### src/rtl/i2c_stat_pkg.sv
package i2c_stat_pkg;

  localparam int unsigned STAT_W = 8;

  localparam int B_XFER_DONE = 7;
  localparam int B_ADDR_HIT  = 6;
  localparam int B_BUSY      = 5;
  localparam int B_ARB_LOST  = 4;
  localparam int B_RSVD      = 3;
  localparam int B_DIR_RD    = 2;
  localparam int B_IRQ_PEND  = 1;
  localparam int B_NO_ACK    = 0;

  localparam logic [STAT_W-1:0] W1C_MASK =
    STAT_W'((1 << B_ARB_LOST) | (1 << B_IRQ_PEND));

  typedef struct packed {
    logic start;
    logic stop;
    logic rise;
    logic fall;
    logic sda;
  } line_ev_t;

  typedef struct packed {
    logic done_set;
    logic done_clr;
    logic dir_cap;
    logic ack_cap;
  } bit_ev_t;

endpackage

### src/rtl/i2c_line_sync.sv
module i2c_line_sync
  import i2c_stat_pkg::*;
#(
  parameter int unsigned SYNC_STAGES = 2
) (
  input  logic     clk,
  input  logic     rst_n,
  input  logic     scl_raw,
  input  logic     sda_raw,
  output line_ev_t ev
);

  localparam int unsigned NLINES = 2;

  logic [NLINES-1:0] raw_v;
  logic [NLINES-1:0] cur_v;
  logic [NLINES-1:0] prv_v;

  assign raw_v = {scl_raw, sda_raw};

  for (genvar l = 0; l < NLINES; l++) begin : g_line
    logic [SYNC_STAGES-1:0] sh_q;
    logic [SYNC_STAGES-1:0] sh_d;
    logic                   prv_q;

    if (SYNC_STAGES == 1) begin : g_one
      always_comb sh_d = raw_v[l];
    end else begin : g_many
      always_comb sh_d = {sh_q[SYNC_STAGES-2:0], raw_v[l]};
    end

    always_ff @(posedge clk or negedge rst_n) begin
      if (!rst_n) begin
        sh_q  <= '1;
        prv_q <= 1'b1;
      end else begin
        sh_q  <= sh_d;
        prv_q <= sh_q[SYNC_STAGES-1];
      end
    end

    assign cur_v[l] = sh_q[SYNC_STAGES-1];
    assign prv_v[l] = prv_q;
  end

  logic scl_c, scl_p, sda_c, sda_p;
  assign scl_c = cur_v[1];
  assign scl_p = prv_v[1];
  assign sda_c = cur_v[0];
  assign sda_p = prv_v[0];

  always_comb begin
    ev.start = scl_c & scl_p & sda_p & ~sda_c;
    ev.stop  = scl_c & scl_p & ~sda_p & sda_c;
    ev.rise  = scl_c & ~scl_p;
    ev.fall  = ~scl_c & scl_p;
    ev.sda   = sda_c;
  end

endmodule

### src/rtl/i2c_bit_track.sv
module i2c_bit_track
  import i2c_stat_pkg::*;
#(
  parameter int unsigned BITS_PER_BYTE = 8
) (
  input  logic     clk,
  input  logic     rst_n,
  input  line_ev_t ev,
  input  logic     master_en,
  input  logic     xmit_en,
  input  logic     sda_drv_hi,
  output bit_ev_t  bev,
  output logic     mismatch
);

  localparam int unsigned CLKS_PER_BYTE = BITS_PER_BYTE + 1;
  localparam int unsigned CNT_W         = $clog2(CLKS_PER_BYTE + 1);
  localparam logic [CNT_W-1:0] CNT_ZERO = '0;
  localparam logic [CNT_W-1:0] CNT_DIR  = CNT_W'(BITS_PER_BYTE - 1);
  localparam logic [CNT_W-1:0] CNT_ACK  = CNT_W'(BITS_PER_BYTE);
  localparam logic [CNT_W-1:0] CNT_END  = CNT_W'(CLKS_PER_BYTE);

  logic [CNT_W-1:0] cnt_q, cnt_d;
  logic             first_q, first_d;
  logic             cnt_en;

  logic data_slot, ack_slot, drive_bits, pulled_low;

  always_comb begin
    data_slot  = cnt_q < CNT_ACK;
    ack_slot   = cnt_q == CNT_ACK;
    drive_bits = master_en & (first_q | xmit_en);
    pulled_low = sda_drv_hi & ~ev.sda;
  end

  always_comb begin
    cnt_d        = cnt_q;
    first_d      = first_q;
    bev.done_set = 1'b0;
    bev.done_clr = 1'b0;
    bev.dir_cap  = 1'b0;
    bev.ack_cap  = 1'b0;
    mismatch     = 1'b0;
    if (ev.start || ev.stop) begin
      cnt_d   = CNT_ZERO;
      first_d = 1'b1;
    end else if (ev.rise) begin
      bev.done_clr = cnt_q == CNT_ZERO;
      bev.dir_cap  = first_q & (cnt_q == CNT_DIR);
      bev.ack_cap  = ack_slot;
      if (pulled_low) begin
        if (data_slot && drive_bits) begin
          mismatch = 1'b1;
        end
        if (ack_slot && master_en && !xmit_en && !first_q) begin
          mismatch = 1'b1;
        end
      end
      if (cnt_q < CNT_END) begin
        cnt_d = cnt_q + 1'b1;
      end
    end else if (ev.fall && (cnt_q == CNT_END)) begin
      bev.done_set = 1'b1;
      cnt_d        = CNT_ZERO;
      first_d      = 1'b0;
    end
  end

  assign cnt_en = (cnt_d != cnt_q) | (first_d != first_q);

  always_ff @(posedge clk or negedge rst_n) begin
    if (!rst_n) begin
      cnt_q   <= CNT_ZERO;
      first_q <= 1'b1;
    end else if (cnt_en) begin
      cnt_q   <= cnt_d;
      first_q <= first_d;
    end
  end

endmodule

### src/rtl/i2c_arb_judge.sv
module i2c_arb_judge (
  input  logic clk,
  input  logic rst_n,
  input  logic start_det,
  input  logic stop_det,
  input  logic mismatch,
  input  logic bus_busy,
  input  logic master_en,
  input  logic start_req,
  input  logic rstart_req,
  input  logic stop_req,
  output logic arb_set
);

  logic stop_pend_q, stop_pend_d;
  logic cause_busy_start, cause_slave_rstart, cause_rogue_stop;

  always_comb begin
    cause_busy_start   = start_req & bus_busy;
    cause_slave_rstart = rstart_req & ~master_en;
    cause_rogue_stop   = stop_det & master_en & ~stop_pend_q;
    arb_set = mismatch | cause_busy_start | cause_slave_rstart | cause_rogue_stop;
  end

  always_comb begin
    stop_pend_d = stop_pend_q;
    if (stop_det) begin
      stop_pend_d = 1'b0;
    end else if (stop_req) begin
      stop_pend_d = 1'b1;
    end
  end

  always_ff @(posedge clk or negedge rst_n) begin
    if (!rst_n) begin
      stop_pend_q <= 1'b0;
    end else if (stop_pend_d != stop_pend_q) begin
      stop_pend_q <= stop_pend_d;
    end
  end

endmodule

### src/rtl/i2c_stat_reg.sv
module i2c_stat_reg
  import i2c_stat_pkg::*;
(
  input  logic              clk,
  input  logic              rst_n,
  input  logic              start_det,
  input  logic              stop_det,
  input  logic              sda_lvl,
  input  bit_ev_t           bev,
  input  logic              arb_set,
  input  logic              addr_hit,
  input  logic              stat_wr,
  input  logic              ctrl_wr,
  input  logic [STAT_W-1:0] wr_data,
  output logic [STAT_W-1:0] stat
);

  logic [STAT_W-1:0] set_v, clr_v, ld_v, ld_val;
  logic [STAT_W-1:0] stat_q, stat_d;
  logic              upd_en;

  always_comb begin
    set_v  = '0;
    clr_v  = '0;
    ld_v   = '0;
    ld_val = '0;

    set_v[B_XFER_DONE] = bev.done_set;
    clr_v[B_XFER_DONE] = bev.done_clr;

    set_v[B_ADDR_HIT]  = addr_hit;
    clr_v[B_ADDR_HIT]  = ctrl_wr;

    set_v[B_BUSY]      = start_det;
    clr_v[B_BUSY]      = stop_det;

    set_v[B_ARB_LOST]  = arb_set;

    set_v[B_IRQ_PEND]  = bev.done_set | addr_hit | arb_set;

    ld_v[B_DIR_RD]     = bev.dir_cap;
    ld_val[B_DIR_RD]   = sda_lvl;
    ld_v[B_NO_ACK]     = bev.ack_cap;
    ld_val[B_NO_ACK]   = sda_lvl;
  end

  for (genvar i = 0; i < STAT_W; i++) begin : g_bit
    logic sw_clr;
    assign sw_clr = stat_wr & wr_data[i] & W1C_MASK[i];
    always_comb begin
      if (ld_v[i]) begin
        stat_d[i] = ld_val[i];
      end else if (set_v[i]) begin
        stat_d[i] = 1'b1;
      end else if (clr_v[i] || sw_clr) begin
        stat_d[i] = 1'b0;
      end else begin
        stat_d[i] = stat_q[i];
      end
    end
  end

  assign upd_en = |(stat_d ^ stat_q);

  always_ff @(posedge clk or negedge rst_n) begin
    if (!rst_n) begin
      stat_q <= '0;
    end else if (upd_en) begin
      stat_q <= stat_d;
    end
  end

  assign stat = stat_q;

endmodule

### src/rtl/i2c_stat_mon.sv
module i2c_stat_mon
  import i2c_stat_pkg::*;
#(
  parameter int unsigned SYNC_STAGES   = 2,
  parameter int unsigned BITS_PER_BYTE = 8,
  parameter int unsigned RST_STAGES    = 2
) (
  input  logic              clk,
  input  logic              rst_n,
  input  logic              scl_i,
  input  logic              sda_i,
  input  logic              sda_drv_hi,
  input  logic              master_en,
  input  logic              xmit_en,
  input  logic              start_req,
  input  logic              rstart_req,
  input  logic              stop_req,
  input  logic              addr_hit,
  input  logic              irq_en,
  input  logic              wr_en,
  input  logic              wr_addr,
  input  logic [STAT_W-1:0] wr_data,
  output logic [STAT_W-1:0] rd_data,
  output logic              irq
);

  logic [RST_STAGES-1:0] rst_pipe;
  logic                  rst_core_n;

  always_ff @(posedge clk or negedge rst_n) begin
    if (!rst_n) begin
      rst_pipe <= '0;
    end else begin
      rst_pipe <= {rst_pipe[RST_STAGES-2:0], 1'b1};
    end
  end
  assign rst_core_n = rst_pipe[RST_STAGES-1];

  line_ev_t lev;
  bit_ev_t  bev;
  logic     mismatch;
  logic     arb_set;
  logic     start_det, stop_det;
  logic     stat_wr, ctrl_wr;
  logic [STAT_W-1:0] stat;

  assign start_det = lev.start;
  assign stop_det  = lev.stop;
  assign stat_wr   = wr_en & ~wr_addr;
  assign ctrl_wr   = wr_en & wr_addr;

  i2c_line_sync #(
    .SYNC_STAGES(SYNC_STAGES)
  ) u_sync (
    .clk    (clk),
    .rst_n  (rst_core_n),
    .scl_raw(scl_i),
    .sda_raw(sda_i),
    .ev     (lev)
  );

  i2c_bit_track #(
    .BITS_PER_BYTE(BITS_PER_BYTE)
  ) u_bits (
    .clk       (clk),
    .rst_n     (rst_core_n),
    .ev        (lev),
    .master_en (master_en),
    .xmit_en   (xmit_en),
    .sda_drv_hi(sda_drv_hi),
    .bev       (bev),
    .mismatch  (mismatch)
  );

  i2c_arb_judge u_arb (
    .clk       (clk),
    .rst_n     (rst_core_n),
    .start_det (start_det),
    .stop_det  (stop_det),
    .mismatch  (mismatch),
    .bus_busy  (stat[B_BUSY]),
    .master_en (master_en),
    .start_req (start_req),
    .rstart_req(rstart_req),
    .stop_req  (stop_req),
    .arb_set   (arb_set)
  );

  i2c_stat_reg u_stat (
    .clk      (clk),
    .rst_n    (rst_core_n),
    .start_det(start_det),
    .stop_det (stop_det),
    .sda_lvl  (lev.sda),
    .bev      (bev),
    .arb_set  (arb_set),
    .addr_hit (addr_hit),
    .stat_wr  (stat_wr),
    .ctrl_wr  (ctrl_wr),
    .wr_data  (wr_data),
    .stat     (stat)
  );

  assign rd_data = stat;
  assign irq     = stat[B_IRQ_PEND] & irq_en;

endmodule

### config.mk
export PLATFORM = sky130hd
export DESIGN_NAME = i2c_stat_mon
export DESIGN_NICKNAME = d
export VERILOG_FILES = /design/src/rtl/i2c_stat_pkg.sv /design/src/rtl/i2c_line_sync.sv /design/src/rtl/i2c_bit_track.sv /design/src/rtl/i2c_arb_judge.sv /design/src/rtl/i2c_stat_reg.sv /design/src/rtl/i2c_stat_mon.sv
export SDC_FILE = /design/constraint.sdc
export NUM_CORES = 1
export LEC_CHECK = 0
export ABC_AREA = 1
export CAP_MARGIN = 0
export CELL_PAD_IN_SITES_DETAIL_PLACEMENT = 1
export CELL_PAD_IN_SITES_GLOBAL_PLACEMENT = 2
export CORE_MARGIN = 2
export CORE_UTILIZATION = 36
export DETAILED_ROUTE_END_ITERATION = 10
export DONT_BUFFER_PORTS = 1
export PLACE_DENSITY_LB_ADDON = 0.1
export SYNTH_ARGS = -nofsm -noshare
export SYNTH_HDL_FRONTEND = slang
export SYNTH_SLANG_ARGS = --single-unit
export TNS_END_PERCENT = 1
### constraint.sdc
create_clock -name clk -period 1.7 [get_ports clk]
set_clock_uncertainty 0.15 [all_clocks]
set_input_delay 0.085 -clock clk [delete_from_list [all_inputs] [get_ports clk]]
set_output_delay 0.085 -clock clk [all_outputs]
set_load 0.01 [all_outputs]
==> flow_metrics.tcl, run 1 <==
set metrics [dict create \
    status "completed" \
    maxSlewViolCount 0 \
    vias 801 \
    dp.final_hpwl_um 1560 \
    dp_slack_ns 0.221 \
    hp-class "flop to async pin" \
    yosysSeqAreaShare 0.547 \
    crit_arrival_ns 1.61 \
    synth_xor_area_frac 0 \
    clkLatencyLatePin_ns 0.31 \
    synthTopCellsByArea "dfrtp_1 36%, dfstp_2 19%, nand2_1 12%, inv_1 7.3%, nand3_1 6.1%" \
    synth_top_area_share 0.359 \
    max-cap-violations 0 \
    drc_errors 0 \
    grt-ovfl-total 0 \
    antenna_found_initial 0 \
    grt_pass1_wl_um 4090 \
    io_buffers 0 \
    syn2layout_area_growth_pct 23.7 \
    insertedDiodeCount 0 \
    yosys.area_share.simple 0.269 \
    drt-total-wl_um 2350 \
    setup_viol 0 \
    yosysWarnings 0 \
    synthArstFlopShare 1.00 \
    clock_path_buffers 2 \
    crit_path_start_kind "primary input" \
    core_area_um2 2520 \
    stdcell_area_um2 1210 \
    rows 18 \
    p_leak_nw 0.616 \
    synth_edf_count 0 \
    cp.required_ns 1.75 \
    synthFlopType "dfrtp_1" \
    grt_pass1_vias 868 \
    syn_inst 118 \
    die_h_um 56.1 \
    die_area_um2 3150 \
    hold_violations 0 \
    fin_crit_sh 0.919 \
    grt_start_max_net_pins 13 \
    ioPinCount 31 \
    cts-root-buf "clkbuf_4" \
    ant_nets 0 \
    drive_gt1_frac 0.116 \
    synthesis.nets 143 \
    synth-compound-area-share 0.0461 \
    routed_via_density 4.77 \
    place_congestion 0.710 \
    start_util 0.387 \
    clock-sinks 21 \
    placed_area_um2 1010 \
    cp_max_fo 2 \
    cts_buffers 3 \
    drt_iter0_drc 17 \
    critical_path_class "primary input to flop" \
    synthAdderAreaFrac 0.0384 \
    synth_top_area_cell "dfrtp_1" \
    clkSlewWorstSetupHoldPaths_ns 0.13 \
    die_x_um 56.1 \
    vdd_drop_max_mv 0.685 \
    synthesis.area_um2 977 \
    cts_setup_buffers 0 \
    ys_seq_elements 21 \
    muxShareOfSynthArea 0 \
    p_per_area_nw_per_um2 1110 \
    ys_top_cells_by_count "31 x nand2_1, 19 x inv_1, 14 x dfrtp_1, 14 x nor2_1, 12 x nand3_1" \
    syn_area_per_cell_um2 8.28 \
    setup_tns_ns 0 \
    max_freq_ghz 0.640 \
    synth_top_family_by_area "simple AND/OR/NAND/NOR gates" \
    endpoint_kind "flop" \
    htreeDepth 1 \
    fin_nets 164 \
    fillers 315 \
    cts_tree "yes" \
    rsz0062_at_grt "no" \
    fin_ws_ns 0.138 \
    drtPass1Iterations 5 \
    final_period_minus_worst_setup_slack_ns 1.56 \
    wl_per_cell_um 14.0 \
    yosysMostFrequentCell "nand2_1" \
    track_usage 0.168 \
    ys_types 18 \
    holdWs_ns 0.00275 \
]
worst paths after layout:
path                                                    start                                  to  slack, ns  depth (start not counted)
hold / removal                          rst_pipe[1]$_DFF_PN0_          u_stat.stat[6]$_DFFE_PN0P_      0.003                          0
setup reg to reg           u_sync.g_line[1].sh_q[1]$_DFF_PN1_         u_bits.cnt_q[2]$_DFFE_PN0P_       0.20                          6
setup / recovery                                    master_en          u_stat.stat[1]$_DFFE_PN0P_       0.14                          7
hold reg to reg                         rst_pipe[1]$_DFF_PN0_          u_stat.stat[6]$_DFFE_PN0P_      0.003                          0
max in group asynchronous               rst_pipe[1]$_DFF_PN0_  u_sync.g_line[1].sh_q[0]$_DFF_PN1_       0.83                          1
min in group clk                                       irq_en                                 irq       0.13                          2
what timing repair did:
action | CTS | global route
setup endpoints to repair | 0 | 2
resized for setup | 0 | 1
hold endpoints to repair | 8 | 0
hold buffers | 17 | 0
final cells by class:
class | count | area (um2) | share of cell area
clock inverters | 1 | 5.00 | 0.00414
well taps | 30 | 37.5 | 0.0311
multi-input cells | 75 | 357 | 0.295
repair buffers | 18 | 178 | 0.147
clock buffers | 3 | 22.5 | 0.0186
flip-flops and latches | 21 | 534 | 0.442
inverters | 20 | 75.1 | 0.0621
cells by family after synthesis:
kind of cell	count (synthesis)
adder cells (fa/ha/maj)	3
AO/OA/AOI/OAI	8
buffers and inverters	22
AND/OR/NAND/NOR	62
flip-flops	21
other	2
worst max-delay path: stages:
cell,delay (ns)
dlygate4sd3_1,0.55
inv_1,0.07
nand2_1,0.05
dlygate4sd3_1,0.54
nand2_1,0.07
a21oi_2,0.14
nand3_1,0.10
through the flow:
stage          cells  utilization  total power [mW]
6_report         168        0.479              1.34
5_1_grt          168        0.479              1.46
4_1_cts          168        0.478              1.36
3_5_place_dp     147        0.399              1.07
3_3_place_gp     147        0.399              1.06
2_1_floorplan    118            -             0.993
power breakdown:
part / internal [mW] / switching, mW
Sequential: 0.614 / 0.117
Clock: 0.0878 / 0.158
Combinational: 0.153 / 0.207
layout by cell type (no fill, tap or decap), types with 2 or more instances in the layout:
cell | netlist | final
dfstp_2 | 7 | 7
a21oi_1 | 4 | 3
nand3_1 | 12 | 12
nor3_1 | 2 | 2
ha_1 | 3 | 3
inv_1 | 19 | 19
o21ai_1 | 2 | 2
dfrtp_1 | 14 | 14
dlygate4sd3_1 | 0 | 17
nor2_1 | 14 | 14
nand2_1 | 31 | 31
conb_1 | 2 | 2
clkbuf_4 | 0 | 3
sequential cells by signal, indices dropped and copies added (netlist names):
register / flops
u_stat.stat: 7
u_bits.cnt_q: 4
u_arb.stop_pend_q: 1
rst_pipe: 2
u_sync.g_line.sh_q: 4
u_sync.g_line.prv_q: 2
u_bits.first_q: 1
per-layer routing:
| metal | GRT usage | up-vias | routed length (um) | share of wire |
|---|---|---|---|---|
| li1 | - | 395 | - | - |
| met1 | 0.216 | 382 | 1060 | 0.45 |
| met2 | 0.286 | 18 | 1200 | 0.51 |
| met4 | 0.0612 | 0 | 35 | 0.015 |
| met5 | 0 | - | 0 | 0 |
| met3 | 0.0209 | 6 | 57 | 0.024 |
Note: power is estimated with default switching activity, not from simulation.
==> inputs of run 2 (changes only) <==
--- a/config.mk
+++ b/config.mk
@@ -5,12 +5,12 @@
 export SDC_FILE = /design/constraint.sdc
 export NUM_CORES = 1
 export LEC_CHECK = 0
-export ABC_AREA = 1
 export CAP_MARGIN = 0
 export CELL_PAD_IN_SITES_DETAIL_PLACEMENT = 1
 export CELL_PAD_IN_SITES_GLOBAL_PLACEMENT = 2
+export CORE_ASPECT_RATIO = 0.7
 export CORE_MARGIN = 2
-export CORE_UTILIZATION = 36
+export CORE_UTILIZATION = 39
 export DETAILED_ROUTE_END_ITERATION = 10
 export DONT_BUFFER_PORTS = 1
 export PLACE_DENSITY_LB_ADDON = 0.1
==> flow_metrics.tcl, run 2 <==
set metrics [dict create \
    status "completed" \
    p_leak_nw 0.499 \
    ant_nets 0 \
    p_per_area_nw_per_um2 952 \
    fin_nets 133 \
    synthFlopType "dfrtp_1" \
    ys_top_cells_by_count "14 x dfrtp_1, 9 x nand2_1, 7 x dfstp_2, 7 x nor2_1, 6 x o21ai_0" \
    final_cell_mix "16 x dlygate4sd3_1, 14 x dfrtp_1, 9 x nand2_1" \
    grt-ovfl-total 0 \
    rsz0062_at_grt "yes" \
    largest_reg_flops 7 \
    syn2layout_area_growth_pct 28.3 \
    max-cap-violations 0 \
    drive_gt1_frac 0.187 \
    grt_use_met1 0.248 \
    synthesis.area_um2 911 \
    grt_use_met2 0.263 \
    use_met3 0.0585 \
    cp.required_ns 1.73 \
    syn_area_per_cell_um2 11.0 \
    critPathMaxStageDelay_ns 0.40 \
    cts-root-buf "clkbuf_4" \
    start_util 0.419 \
    worstPathCellList "inv_1 > ha_1 > nor2b_1 > nand2_1 > nor2_1 > mux2_1" \
    synth_edf_count 0 \
    setup_viol 0 \
    yosysWarnings 0 \
    wl_per_cell_um 14.7 \
    die_h_um 44.4 \
    antenna_found_initial 0 \
    dp.cells 119 \
    yosysMostFrequentCell "dfrtp_1" \
    synthesis.nets 108 \
    ioPinCount 31 \
    die_x_um 61.8 \
    clkSlewWorstSetupHoldPaths_ns 0.13 \
    grt_pass1_vias 748 \
    holdWs_ns 0.0278 \
    routed_via_density 4.94 \
    grt_start_max_net_pins 20 \
    vias 687 \
    cts_resized 0 \
    die_area_um2 2740 \
    core_area_um2 2170 \
    crit_buf_inv 1 \
    cpLargestDelayFamily "flip-flops" \
    total_power_mw 1.11 \
    rows 14 \
    place_congestion 0.805 \
    fin_ws_ns 0.0500 \
    drtPass1Iterations 4 \
    cts_setup_buffers 0 \
    cp_max_fo 2 \
    dp.final_hpwl_um 1440 \
    clock_path_buffers 2 \
    critical_path_class "flop to flop" \
    vdd_drop_max_mv 0.529 \
    cts_buffers 3 \
    final_cells 139 \
    htreeDepth 1 \
    drt_iter0_drc 22 \
    worst_path_max_delay_cell "dfrtp_1" \
    ys_types 29 \
    fin_util 0.538 \
    endpoint_kind "flop" \
    yosysSeqAreaShare 0.587 \
    final_common_cell "dlygate4sd3_1" \
    crit_path_start_kind "flop" \
    hold_violations 0 \
    clock-sinks 21 \
    io_buffers 0 \
    insertedDiodeCount 0 \
    hp-class "flop to async pin" \
    clkLatencyLatePin_ns 0.31 \
    track_usage 0.173 \
    crit_arrival_ns 1.68 \
    synth_top_area_cell "dfrtp_1" \
    fin_crit_sh 0.971 \
    dp_slack_ns 0.101 \
    maxSlewViolCount 0 \
    drc_errors 0 \
    ys_seq_elements 21 \
    synth_top_area_share 0.385 \
    final_period_minus_worst_setup_slack_ns 1.65 \
    synthArstFlopShare 1.00 \
    grt_most_used_layer "met2" \
    synthTopCellsByArea "dfrtp_1 38%, dfstp_2 20%, ha_1 4.1%, nand2_1 3.7%, o21ai_0 3.3%" \
    syn_inst 83 \
    cts_tree "yes" \
    max_freq_ghz 0.606 \
    drt-total-wl_um 2050 \
    grt_pass1_wl_um 3370 \
]
==> run 2: changes by cell type in the layout (fill, tap and decap cells not counted), moves of 3 or more <==
| cell | before | now |
|---|---|---|
| o21ai_0 | 0 | 6 |
| nand2_1 | 31 | 9 |
| nand3_1 | 12 | 3 |
| buf_4 | 1 | 6 |
| nand4_1 | 0 | 3 |
| inv_1 | 19 | 4 |
| nor2_1 | 14 | 7 |
==> run 2: where the power goes <==
group | switching (mW) | internal, mW
combinational | 0.114 | 0.134
clock | 0.154 | 0.0878
sequential | 0.0591 | 0.563
==> run 2: path summary, 6_finish.rpt <==
path | start | depth (start not counted) | slack [ns] | end
worst min register to register | rst_pipe[1]$_DFF_PN0_ | 1 | 0.03 | u_stat.stat[1]$_DFFE_PN0P_
max in group asynchronous | rst_n | 2 | 0.88 | rst_pipe[0]$_DFF_PN0_
worst min-delay path | rst_pipe[1]$_DFF_PN0_ | 1 | 0.03 | u_stat.stat[1]$_DFFE_PN0P_
worst max-delay path | u_bits.cnt_q[1]$_DFFE_PN0P_ | 6 | 0.05 | u_stat.stat[0]$_DFFE_PN0P_
worst max register to register | u_bits.cnt_q[1]$_DFFE_PN0P_ | 6 | 0.05 | u_stat.stat[0]$_DFFE_PN0P_
min in group clk | xmit_en | 3 | 0.04 | u_stat.stat[4]$_DFFE_PN0P_
==> run 2: area by class of cell <==
| class | instances | area, um2 |
|---|---|---|
| clock buffers | 3 | 22.5 |
| clock inverters | 1 | 5.00 |
| fillers | 247 | 1000 |
| inverters | 5 | 18.8 |
| multi-input cells | 55 | 343 |
| flip-flops and latches | 21 | 534 |
| well taps | 32 | 40.0 |
| repair buffers | 22 | 205 |
==> run 2: metal layers <==
metal | vias up | routed length (um)
met3 | 0 | 81
met5 | - | 0
li1 | 330 | -
met1 | 344 | 1020
met4 | 0 | 0
met2 | 13 | 942
==> run 2: logic make-up (layout without fill, tap and decap cells) <==
family	after synthesis	in the layout	synth area share
buf+inv	7	31	0.0371
fa+ha+maj	3	3	0.0412
simple gates	32	32	0.188
xor+xnor	1	1	0.00962
compound gates	15	15	0.100
flops	21	21	0.587
mux	2	2	0.0288
other cells	2	2	0.00824
==> run 2: timing repair <==
item | CTS | global route
hold buffers | 16 | 0
endpoints found under the setup margin | 0 | 5
endpoints found under the hold margin | 8 | 0
==> run 2: metrics by stage <==
stage | instance area [um2] | setup TNS [ns]
after floorplan | 911 | 0
after global placement | 981 | 0
after detailed placement | 981 | 0
after CTS | 1170 | 0
after global routing | 1170 | -0.120
final | 1170 | 0
==> inputs of run 3 (changes only) <==
--- a/config.mk
+++ b/config.mk
@@ -11,6 +11,7 @@
 export CORE_ASPECT_RATIO = 0.7
 export CORE_MARGIN = 2
 export CORE_UTILIZATION = 39
+export CTS_CLUSTER_DIAMETER = 100
 export DETAILED_ROUTE_END_ITERATION = 10
 export DONT_BUFFER_PORTS = 1
 export PLACE_DENSITY_LB_ADDON = 0.1
==> constraint.sdc (replaced) <==
create_clock -name clk -period 1.9 [get_ports clk]
set_clock_uncertainty 0.15 [all_clocks]
set_input_delay 0.095 -clock clk [delete_from_list [all_inputs] [get_ports clk]]
set_output_delay 0.095 -clock clk [all_outputs]
set_load 0.05 [all_outputs]
==> flow_metrics.tcl, run 3 (synthesis results as in run 2) <==
set metrics [dict create \
    final_common_cell "dlygate4sd3_1" \
    largest_reg_flops 7 \
    r2r_setup_slack_ns 0.14 \
    maxSlewViolCount 0 \
    drive_gt1_frac 0.173 \
    core_area_um2 2170 \
    antenna_found_initial 0 \
    r2r_cells 6 \
    crit_arrival_ns 1.80 \
    dp.final_hpwl_um 1500 \
    grt_pass1_wl_um 3350 \
    combPwrFrac 0.185 \
    die_area_um2 2740 \
    ioPinCount 31 \
    cp_max_fo 6 \
    grt_pass1_vias 746 \
    final_cell_mix "15 x dlygate4sd3_1, 14 x dfrtp_1, 9 x nand2_1" \
    p_per_area_nw_per_um2 877 \
    cts_setup_buffers 0 \
    fin_nets 130 \
    swShare 0.332 \
    routed_via_density 4.89 \
    rows 14 \
    clock_path_buffers 2 \
    insertedDiodeCount 0 \
    intPower_uw 671 \
    crit_path_start_kind "flop" \
    vdd_drop_max_mv 0.467 \
    fin_util 0.526 \
    drtPass1Iterations 4 \
    rsz0062_at_grt "no" \
    r2r-start "u_bits.cnt_q[0]$_DFFE_PN0P_" \
    final_period_minus_worst_setup_slack_ns 1.76 \
    pwr-share-seq 0.608 \
    cts_tree "yes" \
    setup_tns_ns 0 \
    r2r-end "u_stat.stat[0]$_DFFE_PN0P_" \
    multi_input_area_um2 343 \
    hold_path_depth 4 \
    fin_crit_sh 0.925 \
    ant_nets 0 \
    wl_per_cell_um 14.7 \
    critical_path_class "flop to flop" \
    max_freq_ghz 0.569 \
    drc_errors 0 \
    die_x_um 61.8 \
    place_congestion 0.768 \
    p_leak_nw 0.483 \
    cts_resized 0 \
    holdWs_ns 0.0165 \
    pwr-share-clk 0.206 \
    drt_iter0_drc 15 \
    cts-root-buf "clkbuf_4" \
    drt-total-wl_um 1990 \
    min-delay-start "xmit_en" \
    setup_viol 0 \
    cp.required_ns 1.94 \
    regArea_um2 534 \
    hold_violations 0 \
    grt_start_max_net_pins 20 \
    clkLatencyLatePin_ns 0.30 \
    max-cap-violations 0 \
    status "completed" \
    cts_buffers 3 \
    fillers 254 \
    htreeDepth 1 \
    fin_ws_ns 0.142 \
    start_util 0.419 \
    p_switching_uw 333 \
    clkSlewWorstSetupHoldPaths_ns 0.11 \
    endpoint_kind "flop" \
    io_buffers 0 \
    dp_slack_ns 0.184 \
    hp-class "primary input to flop" \
    clock-sinks 21 \
    vias 665 \
    track_usage 0.175 \
    grt-ovfl-total 0 \
    hold_path_end "u_stat.stat[4]$_DFFE_PN0P_" \
    die_h_um 44.4 \
    syn2layout_area_growth_pct 25.5 \
]
[run 3: cell count changes in the layout (fill, tap and decap cells not counted)]
cell           change
buf_4              -2
dlygate4sd3_1      -1
[run 3: worst max-delay path, stage by stage (launching register included)]
cell and delay (ns):
dfrtp_1 0.47, inv_1 0.09, ha_1 0.15, nor2b_1 0.23, nand2_1 0.12, nor2_1 0.12
mux2_1 0.33
[run 3: how the worst max path moves through the flow]
stage                                                  start                    endpoint  slack [ns]
after detailed placement         u_bits.cnt_q[0]$_DFFE_PN0P_  u_stat.stat[0]$_DFFE_PN0P_        0.18
after floorplan           u_sync.g_line[1].sh_q[1]$_DFF_PN1_  u_stat.stat[2]$_DFFE_PN0P_        0.35
after CTS                        u_bits.cnt_q[0]$_DFFE_PN0P_  u_stat.stat[0]$_DFFE_PN0P_        0.15
after global routing             u_bits.cnt_q[0]$_DFFE_PN0P_  u_stat.stat[0]$_DFFE_PN0P_       0.002
final                            u_bits.cnt_q[0]$_DFFE_PN0P_  u_stat.stat[0]$_DFFE_PN0P_        0.14
after global placement           u_bits.cnt_q[0]$_DFFE_PN0P_  u_stat.stat[0]$_DFFE_PN0P_        0.19
[run 3: repair_timing]
| item | 4_1_cts | 5_1_grt |
|---|---|---|
| hold buffers | 15 | 0 |
| endpoints found under the setup margin | 0 | 0 |
| hold endpoints to repair | 8 | 0 |
[run 3: area by class of cell]
type                       instances  area share
clock buffer                       3      0.0197
clock inverter                     1     0.00438
inverter                           5      0.0164
multi-input combinational         55       0.300
sequential                        21       0.467
tap                               32      0.0350
timing repair buffer              19       0.158
[run 3: per-layer routing]
layer / wire length, um / GRT usage / part of all wire / up-vias
li1: - / - / - / 324
met1: 939 / 0.230 / 0.47 / 325
met2: 960 / 0.274 / 0.48 / 14
met3: 81 / 0.0731 / 0.041 / 2
met4: 13 / 0.0383 / 0.0065 / 0
met5: 0 / 0 / 0 / -
[run 3: through the flow]
| stage | power [mW] | instances | area, um2 |
|---|---|---|---|
| after floorplan | 0.733 | 83 | 911 |
| after global placement | 0.774 | 117 | 966 |
| after detailed placement | 0.780 | 117 | 966 |
| after CTS | 1.02 | 136 | 1140 |
| after global routing | 1.07 | 136 | 1140 |
| final | 1.00 | 136 | 1140 |
[run 3: power by group through the flow]
stage,Clock [mW],Sequential (mW),Combinational (mW)
finish,0.207,0.610,0.186
floorplan,0,0.608,0.125
detailed placement,0,0.618,0.162
global route,0.238,0.618,0.217
CTS,0.222,0.610,0.189
global placement,0,0.615,0.159
